`src/rtl/acc_pkg.sv`:
```
package acc_pkg;
    localparam int WORD_W = 16;
    localparam int BYTE_W = 8;
    localparam int ADDR_W = 16;
    localparam int SPEC_W = 8;
    localparam int IR_W   = SPEC_W + WORD_W;
    localparam int FLAG_W = 4;

    typedef enum logic [3:0] {
        ST_FETCH, ST_SPEC, ST_OPHI, ST_OPLO,
        ST_RDHI, ST_RDLO, ST_RDBYTE, ST_WRLO, ST_HALT
    } state_e;

    typedef enum logic [3:0] {
        OP_HALT, OP_ASL, OP_ASR, OP_LDW, OP_LDB,
        OP_STW, OP_STB, OP_ADD, OP_SUB
    } op_e;

    typedef struct packed {
        op_e  op;
        logic use_x;
        logic unary;
        logic immed;
    } dec_t;

    typedef struct packed {
        state_e             st;
        logic [ADDR_W-1:0]  pc;
        logic [WORD_W-1:0]  a;
        logic [WORD_W-1:0]  x;
        logic [WORD_W-1:0]  sp;
        logic [IR_W-1:0]    ir;
        logic [BYTE_W-1:0]  tmp;
        logic [FLAG_W-1:0]  nzvc;
    } core_t;
endpackage

```
`src/rtl/acc_decode.sv`:
```
module acc_decode
    import acc_pkg::*;
(
    input  logic [SPEC_W-1:0] spec,
    output dec_t              dec
);
    logic mode_ok;

    always_comb begin
        mode_ok   = (spec[2:1] == 2'b00);
        dec.op    = OP_HALT;
        dec.use_x = spec[3];
        dec.unary = 1'b0;
        dec.immed = (spec[2:0] == 3'b000);
        case (spec[7:4])
            4'h1: begin
                dec.unary = 1'b1;
                dec.use_x = spec[0];
                if (spec[3:2] == 2'b11) begin
                    dec.op = spec[1] ? OP_ASR : OP_ASL;
                end
            end
            4'h7: if (mode_ok) dec.op = OP_ADD;
            4'h8: if (mode_ok) dec.op = OP_SUB;
            4'hC: if (mode_ok) dec.op = OP_LDW;
            4'hD: if (mode_ok) dec.op = OP_LDB;
            4'hE: if (mode_ok) dec.op = OP_STW;
            4'hF: if (mode_ok) dec.op = OP_STB;
            default: dec.op = OP_HALT;
        endcase
    end
endmodule

```
`src/rtl/acc_alu.sv`:
```
module acc_alu
    import acc_pkg::*;
(
    input  op_e               op,
    input  logic [WORD_W-1:0] lhs,
    input  logic [WORD_W-1:0] rhs,
    input  logic [FLAG_W-1:0] flags_in,
    output logic [WORD_W-1:0] res,
    output logic [FLAG_W-1:0] flags_out
);
    logic [WORD_W:0] sum_w;
    logic            v_f;
    logic            c_f;

    always_comb begin
        res   = lhs;
        sum_w = '0;
        v_f   = flags_in[1];
        c_f   = flags_in[0];
        case (op)
            OP_LDW: res = rhs;
            OP_LDB: res = {lhs[WORD_W-1:BYTE_W], rhs[BYTE_W-1:0]};
            OP_ADD: begin
                sum_w = {1'b0, lhs} + {1'b0, rhs};
                res   = sum_w[WORD_W-1:0];
                c_f   = sum_w[WORD_W];
                v_f   = (lhs[WORD_W-1] == rhs[WORD_W-1]) &&
                        (res[WORD_W-1] != lhs[WORD_W-1]);
            end
            OP_SUB: begin
                res = lhs - rhs;
                c_f = (lhs < rhs);
                v_f = (lhs[WORD_W-1] != rhs[WORD_W-1]) &&
                      (res[WORD_W-1] != lhs[WORD_W-1]);
            end
            OP_ASL: begin
                res = {lhs[WORD_W-2:0], 1'b0};
                c_f = lhs[WORD_W-1];
                v_f = lhs[WORD_W-1] ^ lhs[WORD_W-2];
            end
            OP_ASR: begin
                res = {lhs[WORD_W-1], lhs[WORD_W-1:1]};
                c_f = lhs[0];
            end
            default: res = lhs;
        endcase
        flags_out = {res[WORD_W-1], (res == '0), v_f, c_f};
    end
endmodule

```
`src/rtl/acc_core.sv`:
```
module acc_core
    import acc_pkg::*;
(
    input  logic              clk,
    input  logic              rst_n,
    output logic [ADDR_W-1:0] mem_addr,
    output logic              mem_rd,
    output logic              mem_wr,
    output logic [BYTE_W-1:0] mem_wdata,
    input  logic [BYTE_W-1:0] mem_rdata,
    output logic [FLAG_W-1:0] nzvc,
    output logic              halted
);
    localparam core_t RESET_VAL = '{st: ST_FETCH, default: '0};

    core_t q;
    core_t d;

    logic [SPEC_W-1:0] spec_cur;
    dec_t              dec;
    logic [WORD_W-1:0] sel_reg;
    logic [WORD_W-1:0] alu_rhs;
    logic [WORD_W-1:0] alu_res;
    logic [FLAG_W-1:0] alu_flags;
    logic [ADDR_W-1:0] opnd_addr;
    logic [ADDR_W-1:0] opnd_next;
    logic              commit;

    assign spec_cur  = (q.st == ST_SPEC) ? mem_rdata : q.ir[IR_W-1:WORD_W];
    assign sel_reg   = dec.use_x ? q.x : q.a;
    assign opnd_addr = {q.ir[WORD_W-1:BYTE_W], mem_rdata};
    assign opnd_next = q.ir[WORD_W-1:0] + 1'b1;

    always_comb begin
        case (q.st)
            ST_OPLO:   alu_rhs = {q.ir[WORD_W-1:BYTE_W], mem_rdata};
            ST_RDLO:   alu_rhs = {q.tmp, mem_rdata};
            ST_RDBYTE: alu_rhs = {{(WORD_W-BYTE_W){1'b0}}, mem_rdata};
            default:   alu_rhs = '0;
        endcase
    end

    acc_decode u_dec (
        .spec (spec_cur),
        .dec  (dec)
    );

    acc_alu u_alu (
        .op        (dec.op),
        .lhs       (sel_reg),
        .rhs       (alu_rhs),
        .flags_in  (q.nzvc),
        .res       (alu_res),
        .flags_out (alu_flags)
    );

    always_comb begin
        d         = q;
        mem_addr  = '0;
        mem_rd    = 1'b0;
        mem_wr    = 1'b0;
        mem_wdata = '0;
        commit    = 1'b0;
        case (q.st)
            ST_FETCH: begin
                mem_addr = q.pc;
                mem_rd   = 1'b1;
                d.pc     = q.pc + 1'b1;
                d.st     = ST_SPEC;
            end
            ST_SPEC: begin
                d.ir[IR_W-1:WORD_W] = mem_rdata;
                if (dec.op == OP_HALT) begin
                    d.st = ST_HALT;
                end else if (dec.unary) begin
                    commit = 1'b1;
                    d.st   = ST_FETCH;
                end else begin
                    mem_addr = q.pc;
                    mem_rd   = 1'b1;
                    d.pc     = q.pc + 1'b1;
                    d.st     = ST_OPHI;
                end
            end
            ST_OPHI: begin
                d.ir[WORD_W-1:BYTE_W] = mem_rdata;
                mem_addr = q.pc;
                mem_rd   = 1'b1;
                d.pc     = q.pc + 1'b1;
                d.st     = ST_OPLO;
            end
            ST_OPLO: begin
                d.ir[BYTE_W-1:0] = mem_rdata;
                d.st             = ST_FETCH;
                if (dec.immed) begin
                    commit = (dec.op != OP_STW) && (dec.op != OP_STB);
                end else begin
                    case (dec.op)
                        OP_LDB: begin
                            mem_addr = opnd_addr;
                            mem_rd   = 1'b1;
                            d.st     = ST_RDBYTE;
                        end
                        OP_STW: begin
                            mem_addr  = opnd_addr;
                            mem_wr    = 1'b1;
                            mem_wdata = sel_reg[WORD_W-1:BYTE_W];
                            d.st      = ST_WRLO;
                        end
                        OP_STB: begin
                            mem_addr  = opnd_addr;
                            mem_wr    = 1'b1;
                            mem_wdata = sel_reg[BYTE_W-1:0];
                        end
                        default: begin
                            mem_addr = opnd_addr;
                            mem_rd   = 1'b1;
                            d.st     = ST_RDHI;
                        end
                    endcase
                end
            end
            ST_RDHI: begin
                d.tmp    = mem_rdata;
                mem_addr = opnd_next;
                mem_rd   = 1'b1;
                d.st     = ST_RDLO;
            end
            ST_RDLO, ST_RDBYTE: begin
                commit = 1'b1;
                d.st   = ST_FETCH;
            end
            ST_WRLO: begin
                mem_addr  = opnd_next;
                mem_wr    = 1'b1;
                mem_wdata = sel_reg[BYTE_W-1:0];
                d.st      = ST_FETCH;
            end
            default: d.st = ST_HALT;
        endcase
        if (commit) begin
            if (dec.use_x) d.x = alu_res;
            else           d.a = alu_res;
            d.nzvc = alu_flags;
        end
    end

    always_ff @(posedge clk) begin
        if (!rst_n) q <= RESET_VAL;
        else        q <= d;
    end

    assign nzvc   = q.nzvc;
    assign halted = (q.st == ST_HALT);
endmodule

```
`config.mk`:
```
export PLATFORM = sky130hd
export DESIGN_NAME = acc_core
export DESIGN_NICKNAME = d
export VERILOG_FILES = /design/src/rtl/acc_pkg.sv /design/src/rtl/acc_decode.sv /design/src/rtl/acc_alu.sv /design/src/rtl/acc_core.sv
export SDC_FILE = /design/constraint.sdc
export NUM_CORES = 1
export LEC_CHECK = 0
export BUFFER_PORTS_ARGS = -buffer_cell sky130_fd_sc_hd__buf_2
export CAP_MARGIN = 10
export CORE_MARGIN = 8
export CORE_UTILIZATION = 40
export CTS_BUF_LIST = sky130_fd_sc_hd__clkbuf_8 sky130_fd_sc_hd__clkbuf_16
export CTS_CLUSTER_DIAMETER = 40
export CTS_CLUSTER_SIZE = 25
export DETAILED_ROUTE_END_ITERATION = 8
export PLACE_DENSITY = 0.6
export SLEW_MARGIN = 15
export SYNTH_ARGS = -nofsm -noshare
export SYNTH_HDL_FRONTEND = slang
export SYNTH_SLANG_ARGS = --single-unit
export TNS_END_PERCENT = 1
```
`constraint.sdc`:
```
create_clock -name clk -period 14.17 [get_ports clk]
set_input_delay 2.834 -clock clk [delete_from_list [all_inputs] [get_ports clk]]
set_output_delay 2.834 -clock clk [all_outputs]
set_load 0.05 [all_outputs]
```
# Word level (Yosys, flattened, before mapping)
# Index checks and enable logic that the tools add are counted.
[word_totals]
register_bits = 88
in_bits = 10
out_inout_bits = 31
elab_cells = 115
[classes]
add_sub_neg = 4
magnitude_cmp = 1
n_eq_ne = 32
muxes = 43
bitwise_logic = 2
n_reduce_logical = 22
[op_table]
columns = ["cell", "n"]
rows = [
  ["$mux W16", 6],
  ["$pmux W16 S6", 1],
  ["$pmux W16 S4", 1],
  ["$pmux W16 S3", 1],
  ["$eq A4 B3 Y1 const B", 9],
  ["$add A16 B1 Y16 const B", 2],
  ["$pmux W16 S2", 1],
  ["$pmux W8 S2", 2],
  ["$eq A4 B4 Y1 const B", 7],
  ["$pmux W4 S7", 1],
  ["$pmux W4 S6", 1],
  ["$add A16 B16 Y17", 1],
  ["$eq A4 B2 Y1 const B", 4],
  ["$logic_not A16 Y1", 1],
  ["$lt A16 B16 Y1", 1],
  ["$mux W8", 2],
  ["$sub A16 B16 Y16", 1],
  ["$mux W3", 5],
  ["$eq A4 B1 Y1 const B", 3],
  ["$mux W4", 3],
  ["$mux W1", 9],
  ["$pmux W1 S3", 3],
  ["$pmux W3 S3", 1],
  ["$logic_not A4 Y1", 2],
  ["other kinds (20)", 36],
]

# Logic depth before layout (Yosys ltp)
[depth]
word_depth = 10
mapped_depth = 20
mapped_depth_nobuf = 17

# Cells and area by module
# Synthesis repeated with hierarchy kept, for this count alone.
[unflattened]
cells_unflattened = 987
hier_area_um2 = 7514.7
[modules_own_cells]
columns = ["mod", "n_inst", "cells_per_inst", "area_each_um2", "seq_area_each_um2"]
rows = [
  ["acc_core", 1, 566, 4678.2, 1761.7],
  ["acc_alu", 1, 404, 2717.6, 0.0],
  ["acc_decode", 1, 17, 118.9, 0.0],
]

# Worst setup path after synthesis
# OpenSTA, ideal clock, no wires.
[synth_path]
path_type = "input -> output"
startpoint = "input mem_rdata[6]"
endpoint = "output mem_wdata[7]"
t_arrival_ps = 5728
required_time_ps = 11336
setup_slack_ps = 5608
stages = 9
path_buffers = 3
cell_sequence = "buf_2 > nor4b_1 > and4_1 > a41o_1 > buf_2 > nand2_1 > a31o_2 > clkbuf_1 > o21ai_0"
[synth_between]
elab_chain_cells = 7
elab_cells_between_ends = 16
cone_classes = "eq/ne: 9; mux: 7"
[synth_rtl]
columns = ["element", "line_no", "source"]
rows = [
  ["start, declared", "acc_core.sv:10", "input logic [BYTE_W-1:0] mem_rdata,"],
  ["$mux W8 (*)", "-", ""],
  ["$eq A4 B4 Y1, or another cell as far along", "acc_decode.sv:15", "case (spec[7:4])"],
  ["$pmux W4 S7 / $mux W2 (equally long branches)", "acc_decode.sv:15", ""],
  ["$eq A4 B3 Y1 / $mux W16 (equally long branches)", "acc_core.sv:98, acc_core.sv:30", ""],
  ["$pmux W8 S2", "acc_core.sv:98", "case (dec.op)"],
  ["$mux W8", "acc_core.sv:95", "if (dec.immed) begin"],
  ["$pmux W8 S2 (*)", "acc_core.sv:64", "case (q.st)"],
  ["end, declared", "acc_core.sv:9", "output logic [BYTE_W-1:0] mem_wdata,"],
]
# Mark *: on every way between the ends. The rest lies on a longest branch, timed or not.

# Final worst setup path
[layout_path]
startpoint = "input mem_rdata[5]"
endpoint = "output mem_wdata[4]"
# Same word-level chain as after synthesis.

==> impl_metrics.csv <==
group,metric,value,unit
clocking,cts.path.max_buffers,2,
grt,antenna_found_initial,0,
cells_and_area,fin_cells,1161,
place,hpwlAfterDp,17.0,mm
place,place_congestion,0.936,
timing,fin_tns_setup,0,ns
routing,wl_per_cell,20.0,µm
die,rows,48,
pwr,p_leak,3.14,nW
clocking,numCtsBuffers,9,
pwr,peakVddDrop,0.0672,mV
die,coreArea,0.0172,mm²
clocking,clk_pin_slew_worst_paths,0.06,ns
logic_synthesis,synth-edff-count,0,
clocking,ctsHoldBuffers,0,
timing,max_freq,109,MHz
clocking,ctsRootBufferMaster,"clkbuf_16",
cells_and_area,area_growth,9.19,%
critical_path,arrival,6.36,ns
critical_path,cp-start-kind,"primary input",
critical_path,crit_required,11.34,ns
die,start_util,40.5,%
timing,slew_violations,0,
place,port_buffers,40,
cells_and_area,seq_area,0.00176,mm²
run,maxCapViolations,0,
logic_synthesis,yosysWarnings,0,
critical_path,path_class,"in -> out",
timing,min_period,9.20,ns
die,dieArea,0.0219,mm²
cells_and_area,drive_gt1_share,10.7,%
routing,via_count,7061,
timing,fin_crit_sh,64.9,%
min_path,hp-class,"reg -> reg",
timing,worstMarginPinSlew,1.16,ns
routing,drc,0,
routing,drt_wl_total,23.2,mm
timing,fin_hold_ws,0.454,ns
cells_and_area,final_util,44.2,%
timing,setup_viol,0,
timing,slew_headroom,21.6,%
critical_path,path_max_fanout,11,
timing,rsz0062_at_grt,"no",
grt,grt_max_degree,82,
place,dp.cells,1145,
cells_and_area,antenna_cells,0,
grt,grt-ovfl-total,0,
cells_and_area,nFillCells,1834,
grt,grt_pass1_wl,37.2,mm
clocking,clkSinkCount,88,
pwr,power.density,84.0,mW/mm²
logic_synthesis,ys_async_sr_fraction,0,%
cells_and_area,nets,978,
routing,drtIter0Drc,662,
clocking,cts-resized-gates,0,
place,place_area,0.00726,mm²
clocking,htree_levels,3,
logic_synthesis,synthCells,933,
die,die_h,148,µm
logic_synthesis,synth_fp_nets,980,
clocking,clock_latency,0.36,ns
die,io_pins,41,
timing,hold_viol,0,
clocking,cts_tree,"built",
routing,viasPerCell,6.08,
critical_path,cp-end-kind,"output port",
routing,dr.pass1.iters,5,
outcome,status,"complete, no violations",
logic_synthesis,avgSynthCellArea,7.46,µm²
clocking,post-cts-setup-buffers,0,
grt,grt_pass1_vias,6733,
cells_and_area,multi_input_area,0.00475,mm²
logic_synthesis,synth_cell_types,85,
logic_synthesis,synth_ff_type,"dfxtp_1",
routing,antenna_left,0,
logic_synthesis,ys_ff_latch,88,
logic_synthesis,syn-cell-area,0.00696,mm²
grt,globalRouteTotalUtil,21.3,%
timing,skew,0.0142,ns
die,fp.dieW,148,µm
logic_synthesis,seq_area_frac_synth,25.3,%
cells_and_area,postLayoutCellArea,0.00760,mm²
[logic make-up after synthesis]
kind of cell / count (synthesis) / share of synthesized area (%)
buf+inv: 113 / 6.81
xor+xnor: 32 / 4.03
mux: 28 / 4.30
fa+ha+maj: 37 / 6.87
compound gates: 264 / 27.0
simple gates: 371 / 25.7
flops: 88 / 25.3
[worst max-delay path, stage by stage]
cell,delay (ns)
buf_2,0.18
nor4b_1,0.59
and4_1,0.34
a41o_1,0.39
nand2_1,0.32
a211o_1,0.38
nor2_1,0.10
nor2_1,0.05
nor3_1,0.35
inv_1,0.28
o22ai_1,0.24
buf_2,0.29
[routing by layer]
metal | vias up | wire length, µm | global-route usage, %
met5 | - | 0 | 0
met1 | 3305 | 10300 | 28.3
li1 | 3384 | - | -
met4 | 0 | 831 | 9.84
met2 | 314 | 10300 | 32.6
met3 | 58 | 1790 | 4.13
[state kept, by name (all words and copies together), names as in the netlist]
name	cells
q	76
opnd_addr	8
nzvc	4
[synth_stat cells, types with 5 or more instances]
| master | instances | area share, % |
|---|---|---|
| o221ai_1 | 11 | 1.4 |
| nand2b_1 | 14 | 1.3 |
| nand2_1 | 118 | 6.4 |
| o211ai_1 | 6 | 0.65 |
| a221oi_1 | 7 | 0.88 |
| nor3_1 | 25 | 1.8 |
| buf_2 | 10 | 0.72 |
| o22ai_1 | 18 | 1.6 |
| a22oi_1 | 8 | 0.86 |
| nand3_1 | 18 | 1.3 |
| inv_1 | 48 | 2.6 |
| a21oi_1 | 66 | 4.7 |
| mux2_2 | 5 | 0.81 |
| or3_1 | 9 | 0.81 |
| ha_1 | 35 | 6.3 |
| o31ai_1 | 5 | 0.54 |
| o21ai_0 | 27 | 1.9 |
| nand4_1 | 8 | 0.72 |
| nor2_1 | 118 | 6.4 |
| a221o_1 | 15 | 2.2 |
| and2_1 | 5 | 0.45 |
| clkbuf_1 | 45 | 2.4 |
| a211oi_1 | 18 | 1.9 |
| a31oi_1 | 13 | 1.2 |
| mux2i_1 | 22 | 3.2 |
| xnor2_1 | 14 | 1.8 |
| dfxtp_1 | 88 | 25 |
| nand3b_1 | 5 | 0.54 |
| xor2_1 | 18 | 2.3 |
| a21o_1 | 9 | 0.97 |
| and3_1 | 8 | 0.72 |
| nor2b_1 | 7 | 0.63 |
[final cells by class]
| cell class | instances | area share (%) |
|---|---|---|
| multi-input combinational | 732 | 62.5 |
| clock buffer | 10 | 3.14 |
| sequential | 88 | 23.2 |
| timing repair buffer | 51 | 3.72 |
| inverter | 49 | 2.42 |
| clock inverter | 6 | 1.28 |
| tap | 225 | 3.70 |
[placed cells by master, fill, tap and decap left out, types with 5 or more instances in the layout]
master     synthesis  routed
and3_1             8       8
dfxtp_1           88      88
xor2_1            18      18
o21ai_0           27      27
ha_1              35      35
nor2b_1            7       7
a22oi_1            8       8
or3_1              9       9
a221oi_1           7       7
and2_1             5       5
nand3b_1           5       5
xnor2_1           14      14
nand2b_1          14      14
nor3_1            25      25
a221o_1           15      15
a21oi_1           66      66
o221ai_1          11      11
mux2i_1           22      21
nand3_1           18      18
buf_2             10      40
buf_4              4      11
o22ai_1           18      18
inv_1             48      48
a21o_1             9       9
mux2_2             5       5
a211oi_1          18      18
nor2_1           118     118
clkbuf_16          0       9
a31oi_1           13      12
nand4_1            8       8
o211ai_1           6       6
nand2_1          118     118
[stage by stage]
step	total power, mW	worst slack (ns)
2_1_floorplan	0.343	5.61
3_3_place_gp	0.371	5.20
3_5_place_dp	0.370	5.09
4_1_cts	0.643	5.06
5_1_grt	0.662	4.75
6_report	0.639	4.97
[where the power goes]
group	leakage (nW)	switching, mW	internal [mW]
combinational	2.27	0.0694	0.0332
clock	0.166	0.110	0.162
sequential	0.711	0.0110	0.253
total	3.14	0.190	0.448
[worst paths after layout]
kind,cells after the start,slack [ns],to,from
min,2,0.45,q[54],q[54]
min reg2reg,2,0.45,q[54],q[54]
max reg2reg,15,7.62,nzvc[2],q[100]
max,12,4.97,mem_wdata[4],mem_rdata[5]
(Power assumes the default switching activity.)
